**src/rtl/wiper_stepper_pkg.sv**
```systemverilog
package wiper_stepper_pkg;
  typedef enum logic [1:0] {
    ST_IDLE = 2'd0,
    ST_LOW  = 2'd1,
    ST_HIGH = 2'd2
  } step_state_e;
endpackage

```
**src/rtl/line_edges.sv**
```systemverilog
module line_edges #(
  parameter int N = 2
) (
  input  logic         clk_i,
  input  logic         rst_ni,
  input  logic [N-1:0] line_i,
  output logic [N-1:0] rise_o,
  output logic [N-1:0] fall_o
);
  logic [N-1:0] prev_q;

  always_ff @(posedge clk_i or negedge rst_ni) begin
    if (!rst_ni) prev_q <= '1;  // idle bus lines sit high
    else         prev_q <= line_i;
  end

  for (genvar i = 0; i < N; i++) begin : g_edge
    assign rise_o[i] = line_i[i] & ~prev_q[i];
    assign fall_o[i] = ~line_i[i] & prev_q[i];
  end
endmodule

```
**src/rtl/sat_step.sv**
```systemverilog
module sat_step #(
  parameter int CODE_W = 8
) (
  input  logic [CODE_W-1:0] code_i,
  input  logic              up_i,
  output logic [CODE_W-1:0] code_o,
  output logic              moved_o
);
  localparam logic [CODE_W-1:0] CODE_MAX = '1;

  always_comb begin
    code_o  = code_i;
    moved_o = 1'b0;
    if (up_i && code_i != CODE_MAX) begin
      code_o  = code_i + 1'b1;
      moved_o = 1'b1;
    end else if (!up_i && code_i != '0) begin
      code_o  = code_i - 1'b1;
      moved_o = 1'b1;
    end
  end
endmodule

```
**src/rtl/step_fsm.sv**
```systemverilog
module step_fsm
  import wiper_stepper_pkg::*;
#(
  parameter int CODE_W = 8,
  parameter int SEL_W  = 1
) (
  input  logic              clk_i,
  input  logic              rst_ni,
  input  logic              sda_i,
  input  logic              scl_rise_i,
  input  logic              scl_fall_i,
  input  logic              sda_rise_i,
  input  logic              sda_fall_i,
  input  logic              arm_i,
  input  logic [SEL_W-1:0]  sel_i,
  input  logic              stop_i,
  input  logic [CODE_W-1:0] nxt_code_i,
  input  logic              moved_i,
  output logic              dir_up_o,
  output logic              active_o,
  output logic [SEL_W-1:0]  sel_o,
  output logic              wr_en_o,
  output logic [SEL_W-1:0]  wr_sel_o,
  output logic [CODE_W-1:0] wr_code_o,
  output logic              restart_o
);
  step_state_e state_q;
  logic        dir_q;
  logic [SEL_W-1:0] sel_q;

  always_ff @(posedge clk_i or negedge rst_ni) begin
    if (!rst_ni) begin
      state_q   <= ST_IDLE;
      dir_q     <= 1'b0;
      sel_q     <= '0;
      wr_en_o   <= 1'b0;
      wr_sel_o  <= '0;
      wr_code_o <= '0;
      restart_o <= 1'b0;
    end else begin
      wr_en_o   <= 1'b0;
      restart_o <= 1'b0;
      unique case (state_q)
        ST_IDLE: if (arm_i) begin
          sel_q   <= sel_i;
          state_q <= ST_LOW;
        end
        ST_LOW: begin
          if (stop_i) state_q <= ST_IDLE;
          else if (scl_rise_i) begin
            dir_q   <= sda_i;  // direction sampled on SCL rise
            state_q <= ST_HIGH;
          end
        end
        ST_HIGH: begin
          if (stop_i || sda_rise_i) state_q <= ST_IDLE;
          else if (sda_fall_i) begin
            restart_o <= 1'b1;
            state_q   <= ST_IDLE;
          end else if (scl_fall_i) begin
            wr_en_o   <= moved_i;
            wr_sel_o  <= sel_q;
            wr_code_o <= nxt_code_i;
            state_q   <= ST_LOW;
          end
        end
        default: state_q <= ST_IDLE;
      endcase
    end
  end

  assign dir_up_o = dir_q;
  assign active_o = (state_q != ST_IDLE);
  assign sel_o    = sel_q;
endmodule

```
**src/rtl/wiper_stepper.sv**
```systemverilog
module wiper_stepper #(
  parameter int NUM_WIPERS = 2,
  parameter int CODE_W     = 8,
  localparam int SEL_W     = (NUM_WIPERS > 1) ? $clog2(NUM_WIPERS) : 1
) (
  input  logic              clk_i,
  input  logic              rst_ni,
  input  logic              scl_i,
  input  logic              sda_i,
  input  logic              arm_i,
  input  logic [SEL_W-1:0]  sel_i,
  input  logic              stop_i,
  input  logic [CODE_W-1:0] cur_code_i,
  output logic              active_o,
  output logic [SEL_W-1:0]  sel_o,
  output logic              wr_en_o,
  output logic [SEL_W-1:0]  wr_sel_o,
  output logic [CODE_W-1:0] wr_code_o,
  output logic              restart_o
);
  logic [1:0] rise, fall;  // [1]=scl [0]=sda
  logic [CODE_W-1:0] nxt_code;
  logic moved, dir_up;

  line_edges #(.N(2)) u_edges (
    .clk_i, .rst_ni,
    .line_i ({scl_i, sda_i}),
    .rise_o (rise),
    .fall_o (fall)
  );

  sat_step #(.CODE_W(CODE_W)) u_sat (
    .code_i  (cur_code_i),
    .up_i    (dir_up),
    .code_o  (nxt_code),
    .moved_o (moved)
  );

  step_fsm #(.CODE_W(CODE_W), .SEL_W(SEL_W)) u_fsm (
    .clk_i, .rst_ni, .sda_i,
    .scl_rise_i (rise[1]),
    .scl_fall_i (fall[1]),
    .sda_rise_i (rise[0]),
    .sda_fall_i (fall[0]),
    .arm_i, .sel_i, .stop_i,
    .nxt_code_i (nxt_code),
    .moved_i    (moved),
    .dir_up_o   (dir_up),
    .active_o, .sel_o, .wr_en_o, .wr_sel_o, .wr_code_o, .restart_o
  );
endmodule

```
**config.mk**
```make
export PLATFORM = sky130hd
export DESIGN_NAME = wiper_stepper
export DESIGN_NICKNAME = d
export VERILOG_FILES = /design/src/rtl/wiper_stepper_pkg.sv /design/src/rtl/line_edges.sv /design/src/rtl/sat_step.sv /design/src/rtl/step_fsm.sv /design/src/rtl/wiper_stepper.sv
export SDC_FILE = /design/constraint.sdc
export NUM_CORES = 1
export LEC_CHECK = 0
export ABC_AREA = 1
export ABC_CLOCK_PERIOD_IN_PS = 1300
export BUFFER_PORTS_ARGS = -buffer_cell sky130_fd_sc_hd__buf_2
export CORE_MARGIN = 8
export CORE_UTILIZATION = 30
export CTS_BUF_LIST = sky130_fd_sc_hd__clkbuf_4 sky130_fd_sc_hd__clkbuf_8
export DETAILED_ROUTE_END_ITERATION = 16
export PLACE_DENSITY = 0.54
export SLEW_MARGIN = 40
export SYNTH_ARGS = -nofsm -noshare
export SYNTH_HDL_FRONTEND = slang
export SYNTH_SLANG_ARGS = --single-unit
```
**constraint.sdc**
```tcl
create_clock -name clk_i -period 1.3 [get_ports clk_i]
set_input_delay 0.13 -clock clk_i [delete_from_list [all_inputs] [get_ports clk_i]]
set_output_delay 0.13 -clock clk_i [all_outputs]
set_load 0.05 [all_outputs]
```
[Word level (Yosys, flattened, before mapping)]
Cells that the tools add are included.
Operators by class
  eq/ne operators: 6
  multiplexer cells: 18
  reduce and logical (&&, ||, !) cells: 11
  add/subtract/negate cells: 2
  bitwise operators: 11
Operators with widths (count)
  two-way mux 8 bit: 2
  two-way mux 2 bit: 6
  two-way mux 1 bit: 9
  adder 8 x 1 -> 8 bit, second input constant: 1
  inequality test 8 bit, second input constant: 1
  nonzero test 8 bit: 1
  subtractor 8 x 1 -> 8 bit, second input constant: 1
  inverter 1 bit: 7
  one-hot mux 2 bit (3 select lines): 1
  AND reduction 3 bit: 2
  AND 1 bit: 4
  inequality test 4 x 1 -> 1 bit, second input constant: 1
  AND reduction 4 bit: 1
  inequality test 3 x 2 -> 1 bit, second input constant: 1
  equality test 2 x 1 -> 1 bit, second input constant: 1
  equality test 2 bit, second input constant: 1
  logical AND 1 bit: 2
  zero test 2 bit: 1
  inequality test 2 bit, second input constant: 1
  AND reduction 2 bit: 1
  nonzero test 2 bit: 1
  zero test 1 bit: 1
  logical OR 1 bit: 1
Storage, ports and cells
  register bits: 17

[Depth between registers and ports, before layout]
Gate-level depths: netlist of the first run.
  word-level depth: 8
  depth in mapped cells: 12

[Modules after synthesis]
From an unflattened synthesis of the first run, not the netlist that was laid out.
Second synthesis, totals
  cells, all modules: 194
  area total of the unflattened synthesis: 1303.8 um2
By module, submodules not included
  step_fsm: sequential area each 375.4 um2, cells an instance 74, times used 1, area an instance 654.4 um2
  sat_step: sequential area each 0.0 um2, cells an instance 110, times used 1, area an instance 566.8 um2
  line_edges: sequential area each 52.6 um2, cells an instance 10, times used 1, area an instance 82.6 um2

[Worst setup path after synthesis of the first run]
OpenSTA, ideal clock, no wires.
  path type: register -> register
  from: register u_edges.prev_q[1]
  to: register u_fsm.wr_sel_o
  buffers on the path: 1
  setup slack: -0.118 ns
  library setup time: 0.120 ns
  cell stages (with the launch flop): 9
  arrival time: 1.298 ns
  path through: dfstp_2 -> inv_1 -> nor2_1 -> nand3_1 -> nor3_4 -> inv_2 -> buf_6 -> nand2_1 -> o21ai_2
On the way
  cells in the longest elaborated chain, start to end: 2
Ends and longest elaborated chain
  start: declaration: line line_edges.sv:10  | logic [N-1:0] prev_q;
  start signal: assignment: line line_edges.sv:14  | else prev_q <= line_i;
  AND 1 bit: line line_edges.sv:19  | assign fall_o[i] = ~line_i[i] & prev_q[i];
  AND reduction 4 bit (no line)
  end signal: assignment: line step_fsm.sv:62  | wr_sel_o <= sel_q;
  end: declaration: line step_fsm.sv:23  | output logic [SEL_W-1:0] wr_sel_o,
Every way passes these cells.
A chain may end at the register's enable or synchronous reset.

[Final worst setup path of the first run]
  from: register u_edges.prev_q[1]
  to: register u_fsm.wr_code_o[1]
On the way
  cells in the longest elaborated chain, start to end: 2
Ends and longest elaborated chain
  AND 1 bit: line line_edges.sv:19
  AND reduction 4 bit (no line)
  end signal: assignment: line step_fsm.sv:63  | wr_code_o <= nxt_code_i;
  end: declaration: line step_fsm.sv:24  | output logic [CODE_W-1:0] wr_code_o,
Every way passes these cells.

==> impl_metrics.json, run 1 <==
{
  "drv.max_cap_violation_count": 0,
  "critical_path_cell_count": 8,
  "grt.met3_usage": 0.03075,
  "grt_first_pass_wirelength_um": 5016,
  "timing.final.crit_share": 1.023,
  "globalRoute.busiestLayer": "met2",
  "drt_iter0_drc": 63,
  "clockRootBuffer": "sky130_fd_sc_hd__clkbuf_8",
  "placementRows": 22,
  "cts_tree": "built",
  "final.setup.tns_ns": -0.08830,
  "critical_path_launch_point_type": "register",
  "synth.yosys.warnings": 0,
  "failed_checks": "setup timing",
  "cpLargestDelayFamily": "flip-flops",
  "num_antenna_cells": 0,
  "synth.ff_latch_count": 17,
  "buffer_ports.inserted": 27,
  "avgSynthCellArea_um2": 7.251,
  "initial_core_util": 0.3141,
  "crit_path_cell_trace": "inv_2, nor2_1, nand3_1, nor3_4, buf_4, inv_4, nand2_1, o21ai_2",
  "post-layout-total-power_uw": 2152,
  "worst_clock_skew_ns": 0.001255,
  "outcome": "finished with violations",
  "globalRouteMet2Util": 0.1549,
  "fmax_ghz": 0.7519,
  "synthesis.area_um2": 1167,
  "postSynthCellCount": 161,
  "dieHeight_um": 78.38,
  "vdd_drop_max_mv": 0.4515,
  "cts.sinks": 17,
  "routed_wirelength_um": 2915,
  "sequential_share_of_the_synthesized_area": 0.3666,
  "reg2regPathDepth": 8,
  "core-area_um2": 3716,
  "use_met1": 0.1268,
  "total_leakage_power_uw": 0.0008350,
  "final-setup-viol-count": 8,
  "place.gp.congestion": 0.7857,
  "final_routed_drc_violation_total": 0,
  "timing.final.hold_violations": 0,
  "slew_headroom": 0.7256,
  "antenna_violating_nets_post_route": 0,
  "layout_commonest_cell": "sky130_fd_sc_hd__nand2_1",
  "holdPathStages": 1,
  "numCtsBuffers": 3,
  "mappedNetlistNets": 179,
  "critical-path-max-stage-delay_ns": 0.52,
  "timing_worst_slew_pin_value_ns": 0.4084,
  "rsz0062_at_grt": "yes",
  "drt-pass1-iter-count": 4,
  "worst_setup_path_end_kind": "register",
  "cts.clk_slew.worst_paths_ns": 0.07,
  "worst_path_max_delay_cell": "sky130_fd_sc_hd__dfstp_2",
  "final_max_slew_viol_count": 0,
  "via_count": 1132,
  "area.sequential_um2": 427.9,
  "worst-setup-path-type": "register to register",
  "avgViaCountPerCell": 4.583,
  "post_drt_wl_per_cell_um": 11.80,
  "post-dp-hpwl_um": 2357,
  "final_layout_size_suffix_gt1_frac": 0.2965,
  "grt_antenna_before_repair": 0,
  "hold_class": "input port to register",
  "fill_cells": 406,
  "die_area_um2": 6143,
  "critical_path.max_fanout": 11,
  "cp.buffers_inverters": 3,
  "ys_types": 29,
  "h_tree_levels": 1,
  "multiInputGateArea_um2": 655.6,
  "flow.area_growth_from_synthesis_pct": 26.37,
  "worstPathRequired_ns": 1.44,
  "grtUsageTotal": 0.09941,
  "fp.dieW_um": 78.38,
  "period_minus_slack_ns": 1.330,
  "design.portCount": 28,
  "ctsLongestPathBuffers": 2,
  "clock_insertion_delay_worst_skew_ns": 0.25,
  "first_global_vias": 1120,
  "grt_max_degree": 18,
  "timing.final.ws_setup_ns": -0.02993,
  "nets": 218,
  "powerDensity_nw_per_um2": 1459,
  "grt.overflow.total": 0,
  "worstPathArrival_ns": 1.47,
  "leading_cell_types_in_the_layout_fill_and_taps_excluded": "sky130_fd_sc_hd__nand2_1 (50), sky130_fd_sc_hd__buf_2 (27), sky130_fd_sc_hd__nand3_1 (22), sky130_fd_sc_hd__nor2_1 (15), sky130_fd_sc_hd__dfrtp_1 (15)"
}
area by class of cell:
type                       instances  share of cell area
clock buffer                       3             0.02799
tap                               48             0.04071
inverter                          19             0.05004
sequential                        17              0.2901
clock inverter                     1            0.003393
timing repair buffer              36              0.1433
multi-input combinational        123              0.4444
Yosys cell counts (all sizes together):
cell type	instances	area (µm²)
a21oi	2	13.76
ha	3	37.54
xor2	1	8.760
nor3	3	26.28
clkbuf	1	13.76
o21bai	1	7.510
buf	1	11.26
nor2	18	80.07
nand3	23	115.1
nand2	55	234.0
dfrtp	15	375.4
o22ai	1	6.260
inv	18	67.56
dfstp	2	52.55
nand3b	4	42.54
o21ai	7	38.79
clkinv	1	3.750
o211ai	1	7.510
nand4	4	25.02
path summary, 6_finish.rpt:
| kind | from | slack (ns) | endpoint |
|---|---|---|---|
| max | u_edges.prev_q[1] | -0.03 | u_fsm.wr_code_o[1] |
| min | scl_i | 0.01 | u_edges.prev_q[1] |
| max reg2reg | u_edges.prev_q[1] | -0.03 | u_fsm.wr_code_o[1] |
| min reg2reg | u_fsm.wr_code_o[2] | 0.47 | u_fsm.wr_code_o[2] |
| max in group asynchronous | rst_ni | 0.68 | u_edges.prev_q[1] |
| min in group asynchronous | rst_ni | 0.32 | u_fsm.wr_code_o[3] |
worst register-to-register path, stage by stage (launching register included):
cell and delay, ns:
sky130_fd_sc_hd__dfstp_2 0.52, sky130_fd_sc_hd__inv_2 0.03, sky130_fd_sc_hd__nor2_1 0.07, sky130_fd_sc_hd__nand3_1 0.11, sky130_fd_sc_hd__nor3_4 0.15, sky130_fd_sc_hd__buf_4 0.15
sky130_fd_sc_hd__inv_4 0.06, sky130_fd_sc_hd__nand2_1 0.07, sky130_fd_sc_hd__o21ai_2 0.05
layer usage:
layer / vias to the layer above / part of all wire
met2: 23 / 0.44
met3: 2 / 0.054
li1: 599 / -
met1: 508 / 0.50
met5: - / 0
met4: 0 / 0.010
state kept, by name (all words and copies together), names as in the netlist:
register,count
u_edges.prev_q,2
u_fsm.dir_up_o,1
u_fsm.restart_o,1
u_fsm.sel_o,1
u_fsm.state_q,2
u_fsm.wr_code_o,8
u_fsm.wr_en_o,1
u_fsm.wr_sel_o,1
where the power goes:
group | leakage (µW) | switching (µW) | internal (µW)
logic | 0.000588 | 763 | 307
registers | 0.000222 | 52.9 | 636
clock network | 0.0000255 | 181 | 213
total | 0.000835 | 996 | 1160
what timing repair did:
action,4_1_cts,5_1_grt
endpoints found under the hold margin,16,0
hold buffers,2,0
endpoints found under the setup margin,5,12
pin swaps,1,0
setup buffers,1,0
gates resized for setup,2,4
through the flow:
step,utilization,hold WS (ns),area (µm²),std cells,worst slack (ns)
final,0.3970,0.01393,1475,247,-0.02993
after CTS,0.3936,0.009756,1463,247,-0.02074
after detailed placement,0.3721,0.06847,1383,240,-0.03119
after global routing,0.3970,0.003981,1475,247,-0.09737
after global placement,0.3721,0.07206,1383,240,-0.005415
after floorplan,-,-0.1656,1167,161,-0.1089
cell families after synthesis:
group | count (synthesis) | share of synthesized area
AO/OA/AOI/OAI | 12 | 0.06324
XOR/XNOR | 1 | 0.007504
adder cells (fa/ha/maj) | 3 | 0.03216
buffers and inverters | 21 | 0.08252
flip-flops | 17 | 0.3666
AND/OR/NAND/NOR | 107 | 0.4480
Power figures use the tool's default switching activity.
==> run 2, diff against run 1 <==
--- a/config.mk
+++ b/config.mk
@@ -6,13 +6,14 @@
 export NUM_CORES = 1
 export LEC_CHECK = 0
 export ABC_AREA = 1
-export ABC_CLOCK_PERIOD_IN_PS = 1300
+export ABC_CLOCK_PERIOD_IN_PS = 1500
 export BUFFER_PORTS_ARGS = -buffer_cell sky130_fd_sc_hd__buf_2
 export CORE_MARGIN = 8
 export CORE_UTILIZATION = 30
 export CTS_BUF_LIST = sky130_fd_sc_hd__clkbuf_4 sky130_fd_sc_hd__clkbuf_8
 export DETAILED_ROUTE_END_ITERATION = 16
-export PLACE_DENSITY = 0.54
+export PLACE_DENSITY = 0.52
+export SKIP_LAST_GASP = 1
 export SLEW_MARGIN = 40
 export SYNTH_ARGS = -nofsm -noshare
 export SYNTH_HDL_FRONTEND = slang
==> constraint.sdc (replaced) <==
create_clock -name clk_i -period 1.5 [get_ports clk_i]
set_input_delay 0.15 -clock clk_i [delete_from_list [all_inputs] [get_ports clk_i]]
set_output_delay 0.15 -clock clk_i [all_outputs]
set_load 0.05 [all_outputs]
==> impl_metrics.json, run 2 (synthesized netlist as in run 1, its figures left out) <==
{
  "timing_worst_slew_pin_value_ns": 0.4108,
  "num_antenna_cells": 0,
  "numCtsBuffers": 3,
  "drt_iter0_drc": 87,
  "final_routed_drc_violation_total": 0,
  "critical_path.max_fanout": 5,
  "largest_registers": "u_fsm.wr_code_o (8), u_edges.prev_q (2), u_fsm.state_q (2)",
  "drv.max_cap_violation_count": 0,
  "post_cts.resized_instances": 0,
  "total_leakage_power_uw": 0.0008117,
  "dieHeight_um": 78.38,
  "cpLargestDelayFamily": "simple AND/OR/NAND/NOR gates",
  "drt-pass1-iter-count": 5,
  "timing.final.ws_setup_ns": 0.1324,
  "final-setup-viol-count": 0,
  "period_minus_slack_ns": 1.368,
  "worstReg2RegStart": "u_edges.prev_q[1]",
  "fp.dieW_um": 78.38,
  "powerDensity_nw_per_um2": 1289,
  "final.setup.tns_ns": 0,
  "post-dp-hpwl_um": 2519,
  "area.sequential_um2": 427.9,
  "fmax_ghz": 0.7312,
  "rsz0062_at_grt": "no",
  "final_max_slew_viol_count": 0,
  "buffer_ports.inserted": 27,
  "antenna_violating_nets_post_route": 0,
  "grtUsageTotal": 0.1009,
  "slew_headroom": 0.7261,
  "fill_cells": 413,
  "grt_antenna_before_repair": 0,
  "initial_core_util": 0.3141,
  "registers.top_by_ff_count": "u_fsm.wr_code_o",
  "clockRootBuffer": "sky130_fd_sc_hd__clkbuf_8",
  "cts.clk_slew.worst_paths_ns": 0.07,
  "worst_clock_skew_ns": 0.003880,
  "design.portCount": 28,
  "worstPathArrival_ns": 1.56,
  "die_area_um2": 6143,
  "critical-path-top-cell-by-count": "sky130_fd_sc_hd__nand3_1",
  "vdd_drop_max_mv": 0.5541,
  "cts_tree": "built",
  "hold_class": "input port to register",
  "worstPathRequired_ns": 1.69,
  "worst-setup-path-type": "register to register",
  "h_tree_levels": 1,
  "grt_first_pass_wirelength_um": 5181,
  "crit_path_cell_trace": "inv_1, nor2_1, nand3_1, nor3_4, buf_4, nand3_1, nand2_1",
  "critical-path-max-stage-delay_ns": 0.52,
  "layout_commonest_cell": "sky130_fd_sc_hd__nand2_1",
  "core-area_um2": 3716,
  "post_drt_wl_per_cell_um": 12.63,
  "outcome": "complete, no violations",
  "cp.buffers_inverters": 2,
  "leading_cell_types_in_the_layout_fill_and_taps_excluded": "sky130_fd_sc_hd__nand2_1 (50), sky130_fd_sc_hd__buf_2 (27), sky130_fd_sc_hd__nand3_1 (23)",
  "hp-start": "scl_i",
  "final_layout_size_suffix_gt1_frac": 0.2615,
  "avgViaCountPerCell": 4.765,
  "grt.overflow.total": 0,
  "nets": 214,
  "placementRows": 22,
  "grt_max_degree": 18,
  "timing.final.crit_share": 0.9117,
  "clock_insertion_delay_worst_skew_ns": 0.25,
  "flow.area_growth_from_synthesis_pct": 22.19,
  "first_global_vias": 1173,
  "finalHoldWorstSlack_ns": 0.03378,
  "routed_wirelength_um": 3069,
  "ctsLongestPathBuffers": 2,
  "post-layout-total-power_uw": 1839,
  "critical_path_launch_point_type": "register",
  "place.gp.congestion": 0.8110,
  "timing.final.hold_violations": 0,
  "preCtsSetupSlack_ns": 0.09691,
  "largest_reg_flops": 8,
  "multiInputGateArea_um2": 643.1,
  "crit_start": "u_edges.prev_q[1]",
  "cts.sinks": 17,
  "worst_setup_path_end_kind": "register",
  "worst_path_max_delay_cell": "sky130_fd_sc_hd__dfstp_2",
  "via_count": 1158
}
-- run 2: per-stage QoR --
step / instances / utilization / area (µm²)
6_report: 243 / 0.3838 / 1426
5_1_grt: 243 / 0.3838 / 1426
4_1_cts: 241 / 0.3791 / 1409
3_5_place_dp: 236 / 0.3640 / 1353
3_3_place_gp: 236 / 0.3640 / 1353
2_1_floorplan: 161 / - / 1167
-- run 2: worst paths after layout --
| kind | depth (start not counted) | slack, ns | endpoint |
|---|---|---|---|
| max in group asynchronous | 2 | 0.82 | u_edges.prev_q[0] |
| min in group asynchronous | 2 | 0.35 | u_fsm.wr_code_o[5] |
| worst min register to register | 2 | 0.48 | u_fsm.wr_code_o[6] |
| worst max-delay path | 7 | 0.13 | u_fsm.wr_code_o[2] |
| worst max register to register | 7 | 0.13 | u_fsm.wr_code_o[2] |
| worst min-delay path | 1 | 0.03 | u_edges.prev_q[1] |
-- run 2: area by class of cell --
cell class,count,share of cell area
Clock buffer,3,0.02895
Clock inverter,1,0.003509
Inverter,19,0.05000
Multi-Input combinational cell,123,0.4509
Sequential cell,17,0.3000
Tap cell,48,0.04211
Timing Repair Buffer,32,0.1246
-- run 2: per-layer routing --
layer / GRT usage / vias to the layer above / part of all wire
met5: 0 / - / 0
met1: 0.1196 / 536 / 0.43
met3: 0.03189 / 0 / 0.058
met4: 0.01111 / 0 / 0
li1: - / 590 / -
met2: 0.1781 / 32 / 0.51
-- run 2: timing repair --
item,CTS,global route
hold endpoints to repair,15,1
setup endpoints to repair,0,5
setup buffers,0,1
hold buffers,1,1
-- run 2: power by group --
group | switching (µW) | internal [µW] | leakage [µW] | total, µW
logic | 649 | 244 | 0.000565 | 892
clock network | 161 | 184 | 0.0000255 | 345
registers | 49.7 | 551 | 0.000222 | 601
